File: config.mk
export PLATFORM = sky130hd
export DESIGN_NAME = gpio_irq_latch
export DESIGN_NICKNAME = d
export VERILOG_FILES = /design/src/rtl/gpio_irq_pkg.sv /design/src/rtl/gpio_sync.sv /design/src/rtl/gpio_pin_cell.sv /design/src/rtl/gpio_summary.sv /design/src/rtl/gpio_irq_latch.sv
export SDC_FILE = /design/constraint.sdc
export NUM_CORES = 1
export LEC_CHECK = 0
export BUFFER_PORTS_ARGS = -buffer_cell sky130_fd_sc_hd__buf_2
export CAP_MARGIN = 20
export CORE_MARGIN = 4
export CORE_UTILIZATION = 55
export CTS_BUF_LIST = sky130_fd_sc_hd__clkbuf_4
export CTS_CLUSTER_DIAMETER = 40
export DETAILED_ROUTE_END_ITERATION = 16
export PLACE_DENSITY_LB_ADDON = 0.08
export REMOVE_ABC_BUFFERS = 1
export SLEW_MARGIN = 10
export SYNTH_ARGS = -nofsm -noshare
export SYNTH_HDL_FRONTEND = slang
export SYNTH_SLANG_ARGS = --single-unit
File: constraint.sdc
create_clock -name clk -period 1.8 [get_ports clk]
set_input_delay 0.27 -clock clk [delete_from_list [all_inputs] [get_ports clk]]
set_output_delay 0.27 -clock clk [all_outputs]
set_load 0.02 [all_outputs]
File: src/rtl/gpio_irq_pkg.sv
package gpio_irq_pkg;

    localparam int CFG_W = 5;

    // Trigger codes; values 5..7 are undefined and detect nothing.
    typedef enum logic [2:0] {
        TRIG_LVL_HI = 3'd0,
        TRIG_LVL_LO = 3'd1,
        TRIG_RISE   = 3'd2,
        TRIG_FALL   = 3'd3,
        TRIG_BOTH   = 3'd4
    } trig_e;

    // Packed MSB first: fwd_en is bit 4, latch_en bit 3, trig bits 2:0.
    typedef struct packed {
        logic       fwd_en;
        logic       latch_en;
        logic [2:0] trig;
    } pin_cfg_t;

    typedef enum logic {
        ST_CLEAR   = 1'b0,
        ST_LATCHED = 1'b1
    } stat_e;

endpackage

File: src/rtl/gpio_sync.sv
module gpio_sync #(
    parameter int W      = 8,
    parameter int STAGES = 2
) (
    input  logic         clk,
    input  logic         rst_n,
    input  logic [W-1:0] d,
    output logic [W-1:0] q
);
    logic [W-1:0] chain [STAGES];

    always_ff @(posedge clk or negedge rst_n) begin
        if (!rst_n) begin
            for (int s = 0; s < STAGES; s++) chain[s] <= '0;
        end else begin
            chain[0] <= d;
            for (int s = 1; s < STAGES; s++) chain[s] <= chain[s-1];
        end
    end

    assign q = chain[STAGES-1];
endmodule

File: src/rtl/gpio_pin_cell.sv
module gpio_pin_cell
    import gpio_irq_pkg::*;
(
    input  logic     clk,
    input  logic     rst_n,
    input  logic     pin_s,
    input  pin_cfg_t cfg,
    input  logic     ack,
    output logic     status,
    output logic     pending
);
    logic  pin_prev;
    logic  det;
    logic  hit;
    stat_e st_q, st_d;

    // Edge history runs regardless of enables, so enabling never fakes an edge.
    always_ff @(posedge clk or negedge rst_n) begin
        if (!rst_n) pin_prev <= 1'b0;
        else        pin_prev <= pin_s;
    end

    always_comb begin
        case (cfg.trig)
            TRIG_LVL_HI: det = pin_s;
            TRIG_LVL_LO: det = ~pin_s;
            TRIG_RISE:   det = pin_s & ~pin_prev;
            TRIG_FALL:   det = ~pin_s & pin_prev;
            TRIG_BOTH:   det = pin_s ^ pin_prev;
            default:     det = 1'b0;
        endcase
        hit = det & cfg.latch_en;
    end

    // Next state: a qualified event beats an acknowledge.
    always_comb begin
        st_d = st_q;
        unique case (st_q)
            ST_CLEAR:   if (hit) st_d = ST_LATCHED;
            ST_LATCHED: if (!hit && ack) st_d = ST_CLEAR;
        endcase
    end

    always_ff @(posedge clk or negedge rst_n) begin
        if (!rst_n) st_q <= ST_CLEAR;
        else        st_q <= st_d;
    end

    always_comb begin
        status  = (st_q == ST_LATCHED);
        pending = status & cfg.fwd_en;
    end
endmodule

File: src/rtl/gpio_summary.sv
module gpio_summary #(
    parameter int W = 8
) (
    input  logic         clk,
    input  logic         rst_n,
    input  logic [W-1:0] pend,
    output logic         irq
);
    always_ff @(posedge clk or negedge rst_n) begin
        if (!rst_n) irq <= 1'b0;
        else        irq <= |pend;
    end
endmodule

File: src/rtl/gpio_irq_latch.sv
module gpio_irq_latch
    import gpio_irq_pkg::*;
#(
    parameter  int NUM_PINS = 8,
    parameter  int DATA_W   = 32,
    localparam int ADDR_W   = $clog2(NUM_PINS + 1)
) (
    input  logic                clk,
    input  logic                rst_n,
    input  logic [NUM_PINS-1:0] pin_in,
    input  logic [ADDR_W-1:0]   bus_addr,
    input  logic                bus_wr,
    input  logic                bus_rd,
    input  logic [DATA_W-1:0]   bus_wdata,
    output logic [DATA_W-1:0]   bus_rdata,
    output logic                irq_summary
);
    localparam logic [ADDR_W-1:0] STAT_ADDR = ADDR_W'(NUM_PINS);

    pin_cfg_t            cfg_q [NUM_PINS];
    logic [NUM_PINS-1:0] pin_sync;
    logic [NUM_PINS-1:0] status_vec;
    logic [NUM_PINS-1:0] pend_vec;
    logic [NUM_PINS-1:0] ack_vec;
    logic [NUM_PINS-1:0] raw_en_vec;
    logic [NUM_PINS-1:0] irq_en_vec;
    logic                stat_sel;
    logic [DATA_W-1:0]   rd_word;

    assign stat_sel = (bus_addr == STAT_ADDR);

    gpio_sync #(.W(NUM_PINS), .STAGES(2)) u_sync (
        .clk   (clk),
        .rst_n (rst_n),
        .d     (pin_in),
        .q     (pin_sync)
    );

    // Whole config word written at once: both enables change on one edge.
    always_ff @(posedge clk or negedge rst_n) begin
        if (!rst_n) begin
            for (int p = 0; p < NUM_PINS; p++) cfg_q[p] <= '0;
        end else if (bus_wr) begin
            for (int p = 0; p < NUM_PINS; p++)
                if (bus_addr == ADDR_W'(p)) cfg_q[p] <= pin_cfg_t'(bus_wdata[CFG_W-1:0]);
        end
    end

    for (genvar p = 0; p < NUM_PINS; p++) begin : g_pin
        assign ack_vec[p]    = bus_wr & stat_sel & bus_wdata[p];
        assign raw_en_vec[p] = cfg_q[p].latch_en;
        assign irq_en_vec[p] = cfg_q[p].fwd_en;

        gpio_pin_cell u_cell (
            .clk     (clk),
            .rst_n   (rst_n),
            .pin_s   (pin_sync[p]),
            .cfg     (cfg_q[p]),
            .ack     (ack_vec[p]),
            .status  (status_vec[p]),
            .pending (pend_vec[p])
        );
    end

    gpio_summary #(.W(NUM_PINS)) u_summary (
        .clk   (clk),
        .rst_n (rst_n),
        .pend  (pend_vec),
        .irq   (irq_summary)
    );

    always_comb begin
        rd_word = '0;
        if (stat_sel) begin
            rd_word[NUM_PINS-1:0] = status_vec;
        end else begin
            for (int p = 0; p < NUM_PINS; p++)
                if (bus_addr == ADDR_W'(p)) rd_word[CFG_W-1:0] = cfg_q[p];
        end
    end

    always_ff @(posedge clk or negedge rst_n) begin
        if (!rst_n)      bus_rdata <= '0;
        else if (bus_rd) bus_rdata <= rd_word;
    end
endmodule

==> metrics <==
status complete, no violations; hold violation count in the final report 0; leading post-synthesis cells by cell area sky130_fd_sc_hd__dfrtp_1, sky130_fd_sc_hd__mux2_2, sky130_fd_sc_hd__ha_1; cts bufs inserted 9; Total Wirelength 9040 um; DP HPWL 6620 um; leakage power of the design 2.11 nW; area of the multi-input gates 0.00184 sq mm; Sequential Power Share 54.3%; pin count of the biggest net entering global routing 38; cell accounting for the most synthesized area sky130_fd_sc_hd__dfrtp_1; reg2reg setup slack 420 ps; Buf/Inv on CP 0; register area 0.00203 sq mm; flip-flop and latch count after synthesis 81; area fraction of the dominant cell type after synthesis 49.2%; worst hold path class in2reg; max-slew violations 0; final worst-path cycle share 76.9%; area of the core 0.00725 sq mm; Sinks on Clock Net 81; unrepaired setup endpoints after global routing no; initial cell density of the core 56.8%; maximum capacitance violations 0; iteration-0 DRC count of the detailed router 216; commonest register cell after synthesis sky130_fd_sc_hd__dfrtp_1; Final Total Pwr 4.55 mW; crit path capture type register; final clock skew 11.3 ps; total DRC errors in the routed layout 0; start point of the worst hold path bus_wdata[6]; clock edge transition at the registers on the reported setup and hold paths 120 ps; per-cell via count in the routed design 5.51; commonest cells after routing, fill and taps aside sky130_fd_sc_hd__dfrtp_1, sky130_fd_sc_hd__mux2_2, sky130_fd_sc_hd__buf_2; non-filler cells in the finished layout 521; fillers 611; clock root buffer sky130_fd_sc_hd__clkbuf_4; final worst path period need 1380 ps; all-layer global routing usage 21.8%; overflow left after global routing 0; number of distinct library cells after synthesis 37; largest stage delay on the critical path 420 ps; vias in the first global route 2772; synthesized area 0.00412 sq mm; detailed-route via count 2869; TritonCTS clock tree built; wire length per cell after detailed routing 17.4 um; Bufs on Longest Clock Path 2; iteration count of the initial detailed-routing pass 4; Worst Path Arrival 1700 ps; final setup fails 0; final weighted congestion of routability-driven global placement 0.940; H-tree levels 3; category of the critical setup timing path reg2reg; most frequent standard cell in the layout excluding fill and tap cells sky130_fd_sc_hd__dfrtp_1; overall die area 0.00893 sq mm; number of nets in the final layout 483; kind of cell adding the most delay to the critical path compound AO/OA/AOI/OAI gates; highest fanout seen on the critical path 4; Final Worst Setup Slack 416 ps; # port buffers 32; end point of the most critical hold path g_pin[6].u_cell.status$_DFF_PN0_; total inserted antenna cells 0; switching fraction of total power 30.6%; cell breakdown of the critical path nor3b_1 -> a21oi_1 -> o221ai_1 -> a221o_1; number of enable flip-flop cells after synthesis 0; power per cell area 987 mW/mm^2; Slew HR 66.7%; first-pass GRT wire length 14400 um; post_cts resized 0; insertion delay to the later sink of the worst-skew pair 420 ps; Synthesis Warnings 0; worst hold slack across all endpoints 145 ps; IR drop worst, VDD 535 uV; share of layout cells above drive strength 1 24.4%; final setup TNS 0 ps; Worst Path Required 2120 ps; slowest library cell on the worst path sky130_fd_sc_hd__dfrtp_1; Post-Synthesis Cells 366; antenna-violating nets left 0; sequential share of the synthesized area 49.2%; total number of placement rows 31; Gate power share 20.5%; Reg2Reg Capture Point bus_rdata[1]$_DFFE_PN0P_; die height 94.5 um; Post-Place Setup Slack 76.0 ps; Worst Max-Slew Pin Slew 497 ps; reg-to-reg startpoint cfg_q[36]$_DFFE_PN0P_; Hold Path Cell Cnt 4; NetSw 1.39 mW; kind of launch point of the worst setup path register; initial antenna violation count 0; maximum clock frequency 722 MHz; number of placed cells counting well taps 498; logic depth of the worst register-to-register path 4; clock power share 25.2%; Ports 81; synthesized area per cell 11.3 sq um; fraction of registers with async set or reset after synthesis 100%; area added between synthesis and finish 11.9%; internal power contribution 3.16 mW; die span in x 94.5 um
synth_stat cells (4+ instances only):
library cell               instances
sky130_fd_sc_hd__xnor2_1           7
sky130_fd_sc_hd__o22ai_1          10
sky130_fd_sc_hd__nand2b_1         15
sky130_fd_sc_hd__ha_1             16
sky130_fd_sc_hd__o21ai_0           9
sky130_fd_sc_hd__o211ai_1          6
sky130_fd_sc_hd__mux2i_1          16
sky130_fd_sc_hd__a21oi_1          18
sky130_fd_sc_hd__nand2_1          18
sky130_fd_sc_hd__a32oi_1           7
sky130_fd_sc_hd__a22oi_1           4
sky130_fd_sc_hd__inv_1            25
sky130_fd_sc_hd__buf_2             5
sky130_fd_sc_hd__buf_4            26
sky130_fd_sc_hd__dfrtp_1          81
sky130_fd_sc_hd__mux2_2           38
sky130_fd_sc_hd__nor2_1            6
sky130_fd_sc_hd__nor3_1            4
sky130_fd_sc_hd__clkbuf_1          5
sky130_fd_sc_hd__nand3_1          14
sky130_fd_sc_hd__o31ai_1           7
cell type report:
type | count | area share, %
Multi-Input combinational cell | 246 | 39.9
Timing Repair Buffer | 56 | 8.20
Inverter | 25 | 2.04
Clock inverter | 4 | 1.52
Sequential cell | 81 | 44.0
Clock buffer | 10 | 1.63
Tap cell | 99 | 2.69
sequential cells by signal, summed over array words and instances, names as in the netlist:
name / flops
cfg_q: 40
bus_rdata: 8
g_pin.u_cell.pin_prev: 8
g_pin.u_cell.status: 8
u_sync.chain: 8
u_sync.q: 8
u_summary.irq: 1
through the flow:
stage / instance area (sq um) / utilization (%)
2_1_floorplan: 3960 / -
3_3_place_gp: 4370 / 60.3
3_5_place_dp: 4370 / 60.3
4_1_cts: 4610 / 63.5
5_1_grt: 4610 / 63.5
6_report: 4610 / 63.5
how the worst max path moves through the flow:
stage	slack, ps	start	cells after the start	to
5_1_grt	370	cfg_q[36]$_DFFE_PN0P_	4	bus_rdata[1]$_DFFE_PN0P_
6_report	420	cfg_q[36]$_DFFE_PN0P_	4	bus_rdata[1]$_DFFE_PN0P_
4_1_cts	460	cfg_q[36]$_DFFE_PN0P_	4	bus_rdata[1]$_DFFE_PN0P_
2_1_floorplan	330	bus_addr[2]	4	bus_rdata[1]$_DFFE_PN0P_
3_5_place_dp	80	bus_addr[0]	5	cfg_q[22]$_DFFE_PN0P_
3_3_place_gp	110	bus_addr[0]	5	cfg_q[23]$_DFFE_PN0P_
cell families after synthesis:
kind of cell	share of synthesized area, %
adder cells (fa/ha/maj)	4.86
flip-flops	49.2
multiplexers	14.3
AO/OA/AOI/OAI	11.7
AND/OR/NAND/NOR	10.1
buffers and inverters	8.17
other	0.0911
XOR/XNOR	1.49
layer usage:
layer	wire, um	global-route usage, %	share of wire, %
met1	4020	29.9	44
met2	4290	34.8	47
met3	550	3.67	6.1
met4	180	8.29	2.0
met5	0	0	0
tightest hold or removal path, stage by stage:
cell	delay, ps
sky130_fd_sc_hd__buf_2	100
sky130_fd_sc_hd__nand3_1	70
sky130_fd_sc_hd__a32oi_1	50
sky130_fd_sc_hd__o31ai_1	60
power by group through the flow:
stage | clock, mW | sequential (mW) | combinational [mW]
2_1_floorplan | 0 | 2.40 | 0.625
3_3_place_gp | 0 | 2.50 | 0.893
3_5_place_dp | 0 | 2.50 | 0.920
4_1_cts | 1.17 | 2.47 | 0.940
5_1_grt | 1.26 | 2.52 | 1.04
6_report | 1.14 | 2.47 | 0.934
what timing repair did:
| action | in CTS | in global routing |
|---|---|---|
| buffers inserted | 0 | 0 |
| hold buffers | 9 | 0 |
| hold endpoints to repair | 35 | 0 |
(Power assumes the default switching activity.)
